### src/rtl/sfm_pkg.sv
package sfm_pkg;

  localparam int ERR_DUP     = 0;
  localparam int ERR_ORPHAN  = 1;
  localparam int ERR_NOVALID = 2;
  localparam int ERR_N       = 3;

  typedef enum logic [1:0] {
    MK_NONE = 2'b00,
    MK_SOP  = 2'b01,
    MK_EOP  = 2'b10,
    MK_BOTH = 2'b11
  } mark_t;

endpackage

### src/rtl/sfm_framing.sv
module sfm_framing
  import sfm_pkg::*;
(
  input  logic             clk,
  input  logic             rst,
  input  logic             clr,
  input  logic             valid,
  input  logic             ready,
  input  logic             sop,
  input  logic             eop,
  output logic [ERR_N-1:0] err_flags,
  output logic [ERR_N-1:0] err_pulse
);

  logic             open_q;
  logic             acc;
  logic [ERR_N-1:0] det;

  assign acc = valid & ready;

  always_comb begin
    det              = '0;
    det[ERR_DUP]     = acc & sop & open_q;
    det[ERR_ORPHAN]  = acc & eop & ~sop & ~open_q;
    det[ERR_NOVALID] = (sop | eop) & ~valid;
  end

  // packet open tracking: only accepted beats move it
  always_ff @(posedge clk) begin
    if (rst)
      open_q <= 1'b0;
    else if (acc && (sop || eop))
      open_q <= sop & ~eop;
  end

  for (genvar i = 0; i < ERR_N; i++) begin : g_err
    always_ff @(posedge clk) begin
      if (rst || clr) begin
        err_flags[i] <= 1'b0;
        err_pulse[i] <= 1'b0;
      end else begin
        err_flags[i] <= err_flags[i] | det[i];
        err_pulse[i] <= det[i] & ~err_flags[i];
      end
    end
  end

endmodule

### src/rtl/sfm_stall.sv
module sfm_stall #(
  parameter int STALL_LIMIT = 100
) (
  input  logic clk,
  input  logic rst,
  input  logic clr,
  input  logic ready,
  output logic stall_flag
);

  localparam int             CW  = $clog2(STALL_LIMIT + 1);
  localparam logic [CW-1:0]  LIM = CW'(STALL_LIMIT);

  logic [CW-1:0] lo_cnt;
  logic          hit;

  // saturating count of consecutive low-ready cycles
  always_ff @(posedge clk) begin
    if (rst || ready)
      lo_cnt <= '0;
    else if (lo_cnt != LIM)
      lo_cnt <= lo_cnt + 1'b1;
  end

  assign hit = ~ready & (lo_cnt == LIM);

  always_ff @(posedge clk) begin
    if (rst || clr)
      stall_flag <= 1'b0;
    else if (hit)
      stall_flag <= 1'b1;
  end

endmodule

### src/rtl/sfm_history.sv
module sfm_history #(
  parameter int DEPTH = 4,
  parameter int TS_W  = 16
) (
  input  logic                     clk,
  input  logic                     rst,
  input  logic                     wr_en,
  input  logic [1:0]               wr_kind,
  input  logic [$clog2(DEPTH)-1:0] rd_idx,
  output logic                     rd_valid,
  output logic [1:0]               rd_kind,
  output logic [TS_W-1:0]          rd_stamp
);

  localparam int               PTR_W   = $clog2(DEPTH);
  localparam int               ENTRY_W = TS_W + 2;
  localparam logic [PTR_W:0]   FULL    = (PTR_W + 1)'(DEPTH);
  localparam logic [PTR_W-1:0] ONE     = PTR_W'(1);

  logic [ENTRY_W-1:0] mem [DEPTH];
  logic [PTR_W-1:0]   wp;
  logic [PTR_W:0]     fill;
  logic [TS_W-1:0]    ts_q;
  logic [PTR_W-1:0]   rd_addr;
  logic [ENTRY_W-1:0] rd_q;
  logic               hv_q;

  always_ff @(posedge clk) begin
    if (rst)
      ts_q <= '0;
    else
      ts_q <= ts_q + 1'b1;
  end

  always_ff @(posedge clk) begin
    if (rst) begin
      wp   <= '0;
      fill <= '0;
    end else if (wr_en) begin
      wp <= wp + 1'b1;
      if (fill != FULL)
        fill <= fill + 1'b1;
    end
  end

  // storage without reset so it maps onto RAM
  always_ff @(posedge clk) begin
    if (wr_en)
      mem[wp] <= {ts_q, wr_kind};
  end

  assign rd_addr = wp - ONE - rd_idx;

  always_ff @(posedge clk) begin
    rd_q <= mem[rd_addr];
  end

  always_ff @(posedge clk) begin
    if (rst)
      hv_q <= 1'b0;
    else
      hv_q <= ({1'b0, rd_idx} < fill);
  end

  assign rd_valid = hv_q;
  assign rd_kind  = hv_q ? rd_q[1:0]         : 2'b00;
  assign rd_stamp = hv_q ? rd_q[ENTRY_W-1:2] : '0;

endmodule

### src/rtl/stream_frame_monitor.sv
module stream_frame_monitor
  import sfm_pkg::*;
#(
  parameter int STALL_LIMIT = 100,
  parameter int HIST_DEPTH  = 4,
  parameter int TS_W        = 16,
  localparam int IDX_W      = $clog2(HIST_DEPTH)
) (
  input  logic             clk,
  input  logic             rst,
  input  logic             clr,
  input  logic             mon_valid,
  input  logic             mon_ready,
  input  logic             mon_sop,
  input  logic             mon_eop,
  input  logic [IDX_W-1:0] hist_idx,
  output logic [ERR_N-1:0] err_flags,
  output logic [ERR_N-1:0] err_pulse,
  output logic             stall_flag,
  output logic             hist_valid,
  output logic [1:0]       hist_kind,
  output logic [TS_W-1:0]  hist_stamp
);

  mark_t beat_mark;
  logic  mark_wr;

  assign beat_mark = mark_t'({mon_eop, mon_sop});
  assign mark_wr   = mon_valid & mon_ready & (beat_mark != MK_NONE);

  sfm_framing u_framing (
    .clk       (clk),
    .rst       (rst),
    .clr       (clr),
    .valid     (mon_valid),
    .ready     (mon_ready),
    .sop       (mon_sop),
    .eop       (mon_eop),
    .err_flags (err_flags),
    .err_pulse (err_pulse)
  );

  sfm_stall #(
    .STALL_LIMIT (STALL_LIMIT)
  ) u_stall (
    .clk        (clk),
    .rst        (rst),
    .clr        (clr),
    .ready      (mon_ready),
    .stall_flag (stall_flag)
  );

  sfm_history #(
    .DEPTH (HIST_DEPTH),
    .TS_W  (TS_W)
  ) u_history (
    .clk      (clk),
    .rst      (rst),
    .wr_en    (mark_wr),
    .wr_kind  (beat_mark),
    .rd_idx   (hist_idx),
    .rd_valid (hist_valid),
    .rd_kind  (hist_kind),
    .rd_stamp (hist_stamp)
  );

endmodule

### config.mk
export PLATFORM = sky130hd
export DESIGN_NAME = stream_frame_monitor
export DESIGN_NICKNAME = d
export VERILOG_FILES = /design/src/rtl/sfm_pkg.sv /design/src/rtl/sfm_framing.sv /design/src/rtl/sfm_stall.sv /design/src/rtl/sfm_history.sv /design/src/rtl/stream_frame_monitor.sv
export SDC_FILE = /design/constraint.sdc
export NUM_CORES = 1
export LEC_CHECK = 0
export ABC_AREA = 1
export BUFFER_PORTS_ARGS = -buffer_cell sky130_fd_sc_hd__buf_4
export CAP_MARGIN = 20
export CORE_ASPECT_RATIO = 0.75
export CORE_UTILIZATION = 50
export DETAILED_ROUTE_END_ITERATION = 16
export GPL_TIMING_DRIVEN = 0
export PLACE_DENSITY_LB_ADDON = 0.25
export SLEW_MARGIN = 20
export SYNTH_ARGS = -nofsm -noshare
export SYNTH_HDL_FRONTEND = slang
export SYNTH_HIERARCHICAL = 1
export SYNTH_SLANG_ARGS = --single-unit
### constraint.sdc
create_clock -name clk -period 3.4 [get_ports clk]
set_clock_uncertainty 0.2 [all_clocks]
set_input_delay 0.17 -clock clk [delete_from_list [all_inputs] [get_ports clk]]
set_output_delay 0.17 -clock clk [all_outputs]
set_load 0.05 [all_outputs]
Word level (Yosys, flattened, before mapping) --
Memories as Yosys holds them, arrays and structs flattened. A register that Yosys moved wholly into a read port is not among the register bits. Cells that the tools add are included.
Operators by class: reduce and logical (&&, ||, !) cells 6, multiplexer cells 4, eq/ne operators 3, $add $sub $neg 6, bitwise operators 25, order comparisons 1
Operators by type and width (count):
- 16-bit by 1-bit adder with 16-bit output (second input constant) | 1
- 16-bit two-way mux | 1
- 1-bit AND | 13
- 1-bit inverter | 8
- 7-bit by 1-bit adder with 7-bit output (second input constant) | 1
- 7-bit == test (second input constant) | 1
- 7-bit inequality test (second input constant) | 1
- 1-bit bitwise OR | 4
- 3-bit by 1-bit adder with 3-bit output (second input constant) | 1
- 1-bit logical OR | 3
- 2-bit by 3-bit less-than comparator with 1-bit output | 1
- 3-bit inequality test (second input constant) | 1
- 2-bit by 1-bit adder with 2-bit output (second input constant) | 1
- 1-bit two-way mux | 2
- 2-bit two-way mux | 1
- 2-bit AND reduction | 1
- 2-bit nonzero test | 1
- 2-bit by 1-bit subtractor with 2-bit output (second input constant) | 1
- 2-bit subtractor | 1
- 1-bit logical AND | 1
Word-level totals: bits of input ports 9, memories 1, logic and storage cells 59, RAM bits 72, flip-flop bits (word level) 37
Memory list:
- u_history.mem | words 4, bits a word 18, rd ports 1, clocked after Yosys merged registers in 1, wr ports 1, line sfm_history.sv:20 | logic [ENTRY_W-1:0] mem [DEPTH];

Depth between registers and ports, before layout --
word-level depth 5, gate-level depth with buffers 9, mapped depth without buffers 8

By module --
The synthesis kept the hierarchy.
Modules (own cells, without submodules):
- sfm_history | instances 1, cells an instance 413, area each 4518.1 um^2, sequential area each 2962.8 um^2
- sfm_stall | instances 1, cells an instance 59, area each 437.9 um^2, sequential area each 160.2 um^2
- sfm_framing | instances 1, cells an instance 30, area each 266.5 um^2, sequential area each 140.1 um^2
- stream_frame_monitor | instances 1, cells an instance 3, area each 11.3 um^2, sequential area each 0.0 um^2

Least setup slack after synthesis --
No wires, ideal clock.
path kind register to output, from register u_history.hv_q, in the netlist u_history/rd_valid, to output port hist_stamp[10], slack 1.545 ns, stages on the path, launching flop included 5, arrival 1.485 ns, required time 3.030 ns, path buffers 2, cell sequence dfxtp_1 clkbuf_1 buf_2 nand2_1 inv_1
On the way: longest elaborated chain between the ends 1
Ends and longest elaborated chain:
- from (decl) | line sfm_history.sv:26 | logic hv_q;
- from (signal assigned) | line sfm_history.sv:62 | hv_q <= ({1'b0, rd_idx} < fill);
- 16-bit two-way mux | line sfm_history.sv:67 | assign rd_stamp = hv_q ? rd_q[ENTRY_W-1:2] : '0;
- to (decl) | line stream_frame_monitor.sv:22 | output logic [TS_W-1:0] hist_stamp
No other way between the ends.

Worst setup path after layout --
from input port rst, to register u_stall.stall_flag
On the way: longest elaborated chain between the ends 1
Ends and longest elaborated chain:
- from (decl) | line stream_frame_monitor.sv:10 | input logic rst,
- 1-bit logical OR | line sfm_stall.sv:28 | if (rst || clr)
- to (signal assigned) | line sfm_stall.sv:29 | stall_flag <= 1'b0;
- to (signal assigned) | line sfm_stall.sv:31 | stall_flag <= 1'b1;
- to (decl) | line sfm_stall.sv:8 | output logic stall_flag
No other way between the ends. A chain may end at the register's enable or synchronous reset.

==> run_results.csv <==
group,metric,value,unit
synthesis,synth-seq-cells,127,
synthesis,yosys.area.top_type,"edfxtp_1",
routing,routedWlPerCell,13.8,µm
placed_design,dp.cells,671,
synthesis,synth_fa_ha_area_frac,0.0263,
synthesis,synth_fp_nets,525,
routing,drt_iter0_drc,188,
finish,syn_to_final_growth,22.5,%
timing,clock.fmax,0.438,GHz
clock_network,htree_levels,4,
clock_network,clockRootBuffer,"clkbuf_16",
timing,timing.final.crit_share,0.671,
worst_hold_path,hp-class,"in -> reg",
grt,grt_max_degree,19,
outcome,status,"complete, no violations",
timing,relSlewSlack,0.441,
finish,layout.nets,588,
synthesis,synth_top_family_by_area,"simple AND/OR/NAND/NOR gates",
grt,grt_pass1_wl,16300,µm
pwr,peakVddDrop,0.312,mV
clock_network,cts_resized,0,
timing,rsz0062_at_grt,"no",
pwr,power.total,0.00403,W
setup_path,crit_family,"buffers and inverters",
timing,period_needed,2.28,ns
clock_network,cts.sink_count,127,
setup_path,crit_chain,"dlygate4sd3_1 > buf_4 > or2_2 > dlygate4sd3_1 > a21oi_2 > dlygate4sd3_1",
finish,post-route-util,0.646,
pwr,pwr_density_cell,628,nW/µm²
setup_path,critPathCaptureType,"flop",
routing,drt-total-wl,9830,µm
synthesis,synth-simple-area-share,0.172,
synthesis,synth-xor-area-share,0.00837,
finish,area.sequential,3260,µm²
synthesis,muxShareOfSynthArea,0.0344,
routing,ant_nets,0,
clock_network,hold_buffers,10,
timing,hold_viol_final,0,
setup_path,cpMaxStageDelayCell,"dlygate4sd3_1",
finish,drive_gt1_frac,0.194,
routing,vias,3520,
clock_network,cts.path.max_buffers,2,
setup_path,critPathMaxStageDelay,0.57,ns
routing,vias_per_cell,4.94,
timing,setup_tns,0,ns
synthesis,yosysSeqAreaShare,0.623,
die,io_pins,35,
die,die_x,120,µm
synthesis,synthesis.yosys.warnings,6,
finish,fillers,749,
synthesis,synth_top_area_frac,0.413,
die,initial_utilization,0.527,
synthesis,synth.avg_cell_area,10.4,µm²
setup_path,timing.critical_path.mode_cell,"dlygate4sd3_1",
routing,drtPass1Iterations,5,
synthesis,netlist_area,5230,µm²
finish,antenna_cells,0,
die,fp.dieH,90.6,µm
timing,finalMaxSlewViolations,0,
placed_design,gp_congestion,0.812,
setup_path,critPathBufInv,4,
synthesis,yosys-top-cells-area,"edfxtp_1, dfxtp_1, nand2_1",
grt,grt_overflow,0,
clock_network,clk_pin_slew,0.05,ns
synthesis,synth_compound_area_frac,0.0708,
clock_network,cts-buffers-inserted,17,
placed_design,dpl.hpwl,6130,µm
placed_design,io_buffer_count,34,
timing,setup_violations,0,
run,maxCapViolations,0,
clock_network,cts_tree,"yes",
finish,design_area,6410,µm²
clock_network,cts_setup_buffers,0,
setup_path,crit_type,"in -> reg",
synthesis,ys_types,34,
die,dieArea,10900,µm²
pwr,leakagePower,2.71,nW
setup_path,arrival,2.43,ns
routing,drc_errors,0,
setup_path,required,3.55,ns
setup_path,crit_fanout,11,
finish,instances_no_fill,713,
clock_network,clk_latency,0.41,ns
finish,multi_input_area,1630,µm²
grt,track_usage,0.201,
synthesis,syn-instance-count,505,
die,rows,31,
grt,antenna_found_initial,0,
grt,grt_pass1_vias,3406,
setup_path,crit_path_start_kind,"input pin",
timing,tightest_slew,0.838,ns
die,core_area,9930,µm²
placed_design,place_area,5650,µm²
==> registers in the layout, summed over array words and instances (netlist names) <==
| name | count |
|---|---|
| u_stall/stall_flag | 1 |
| u_history/rd_valid | 1 |
| u_framing/open_q | 1 |
| u_history/wp | 2 |
| u_framing/err_flags | 3 |
| u_framing/err_pulse | 3 |
| u_history/mem | 72 |
| u_history/fill | 3 |
| u_stall/lo_cnt | 7 |
| u_history/rd_q | 18 |
| u_history/ts_q | 16 |
==> kinds of logic (layout without fill, tap and decap cells) <==
| kind of cell | count (synthesis) | after routing |
|---|---|---|
| simple gates | 214 | 214 |
| buf+inv | 74 | 150 |
| mux | 18 | 18 |
| compound gates | 56 | 56 |
| fa+ha+maj | 11 | 11 |
| xor+xnor | 5 | 5 |
| flops | 127 | 127 |
==> cell type report <==
cell class,count,share of cell area
Sequential cell,127,0.509
Multi-Input combinational cell,304,0.255
Clock buffer,21,0.0749
Timing Repair Buffer,44,0.0554
Inverter,61,0.0357
Clock inverter,11,0.0275
Tap cell,132,0.0258
Buffer,13,0.0168
==> synth_stat cells <==
| library cell | number |
|---|---|
| nand3_1 | 11 |
| buf_2 | 4 |
| buf_8 | 1 |
| nand4_1 | 3 |
| buf_4 | 3 |
| nand3_2 | 1 |
| or2_1 | 1 |
| ha_1 | 11 |
| xor2_1 | 3 |
| nor3_2 | 2 |
| clkbuf_1 | 2 |
| buf_6 | 2 |
| edfxtp_1 | 72 |
| xnor2_1 | 2 |
| inv_1 | 60 |
| nand2_1 | 141 |
| o21ai_0 | 9 |
| mux2i_1 | 18 |
| o21bai_1 | 5 |
| or2_2 | 1 |
| nand2_4 | 2 |
| nand3b_1 | 1 |
| nand2_2 | 5 |
| nor2_1 | 41 |
| o21ai_2 | 18 |
| and2_1 | 1 |
| buf_12 | 1 |
| a21oi_2 | 2 |
| o21a_1 | 1 |
| dfxtp_1 | 55 |
| inv_2 | 1 |
| nor2_4 | 2 |
| a21oi_1 | 21 |
| nor2_2 | 2 |
==> stage by stage <==
stage | setup slack [ns] | hold WS [ns]
floorplan | 1.54 | 0.0367
global placement | 1.35 | 0.222
detailed placement | 1.33 | 0.223
CTS | 1.19 | 0.0262
global route | 1.05 | 0.0878
finish | 1.12 | 0.0295
==> layer usage <==
layer	wire length (µm)	vias up	GRT usage
met5	0	-	0
met4	43	0	0.0854
met3	500	4	0.0587
met2	4650	65	0.316
met1	4630	1685	0.259
li1	-	1766	-
==> worst paths after layout <==
| path | startpoint | endpoint | slack, ns | cells after the start |
|---|---|---|---|---|
| max | rst | u_stall/stall_flag | 1.12 | 6 |
| min | hist_idx[0] | u_history/rd_valid | 0.03 | 6 |
| max reg2reg | u_history/wp[0] | u_history/mem[2][11] | 1.52 | 4 |
| min reg2reg | u_framing/err_flags[2] | u_framing/err_pulse[2] | 0.28 | 1 |
==> worst register-to-register path, stage by stage, from the launching register on <==
cell	delay, ns
dfxtp_1	0.34
inv_1	0.12
ha_1	0.17
nand2_1	0.05
inv_1	0.62
==> power by group <==
part | switching [W] | total, W | internal, W | leakage (nW)
Combinational | 0.000232 | 0.000359 | 0.000127 | 1.32
Sequential | 0.0000257 | 0.00170 | 0.00168 | 1.07
Clock | 0.000652 | 0.00196 | 0.00131 | 0.316
Total | 0.000909 | 0.00403 | 0.00312 | 2.71
==> placed cells by master (no fill, tap or decap), drive strengths merged <==
master	Yosys	routed
dfxtp	55	55
or2	2	2
bufinv	0	4
xor2	3	3
a21oi	23	23
inv	61	63
nand3	12	12
clkinv	0	3
mux2i	18	18
ha	11	11
dlygate4sd3	0	10
edfxtp	72	72
clkinvlp	0	2
nand2	148	148
o21a	1	1
nand3b	1	1
buf	11	45
nor3	2	2
clkbuf	2	23
nor2	45	45
o21bai	5	5
and2	1	1
o21ai	27	27
xnor2	2	2
nand4	3	3
Note: power is estimated with default switching activity, not from simulation.
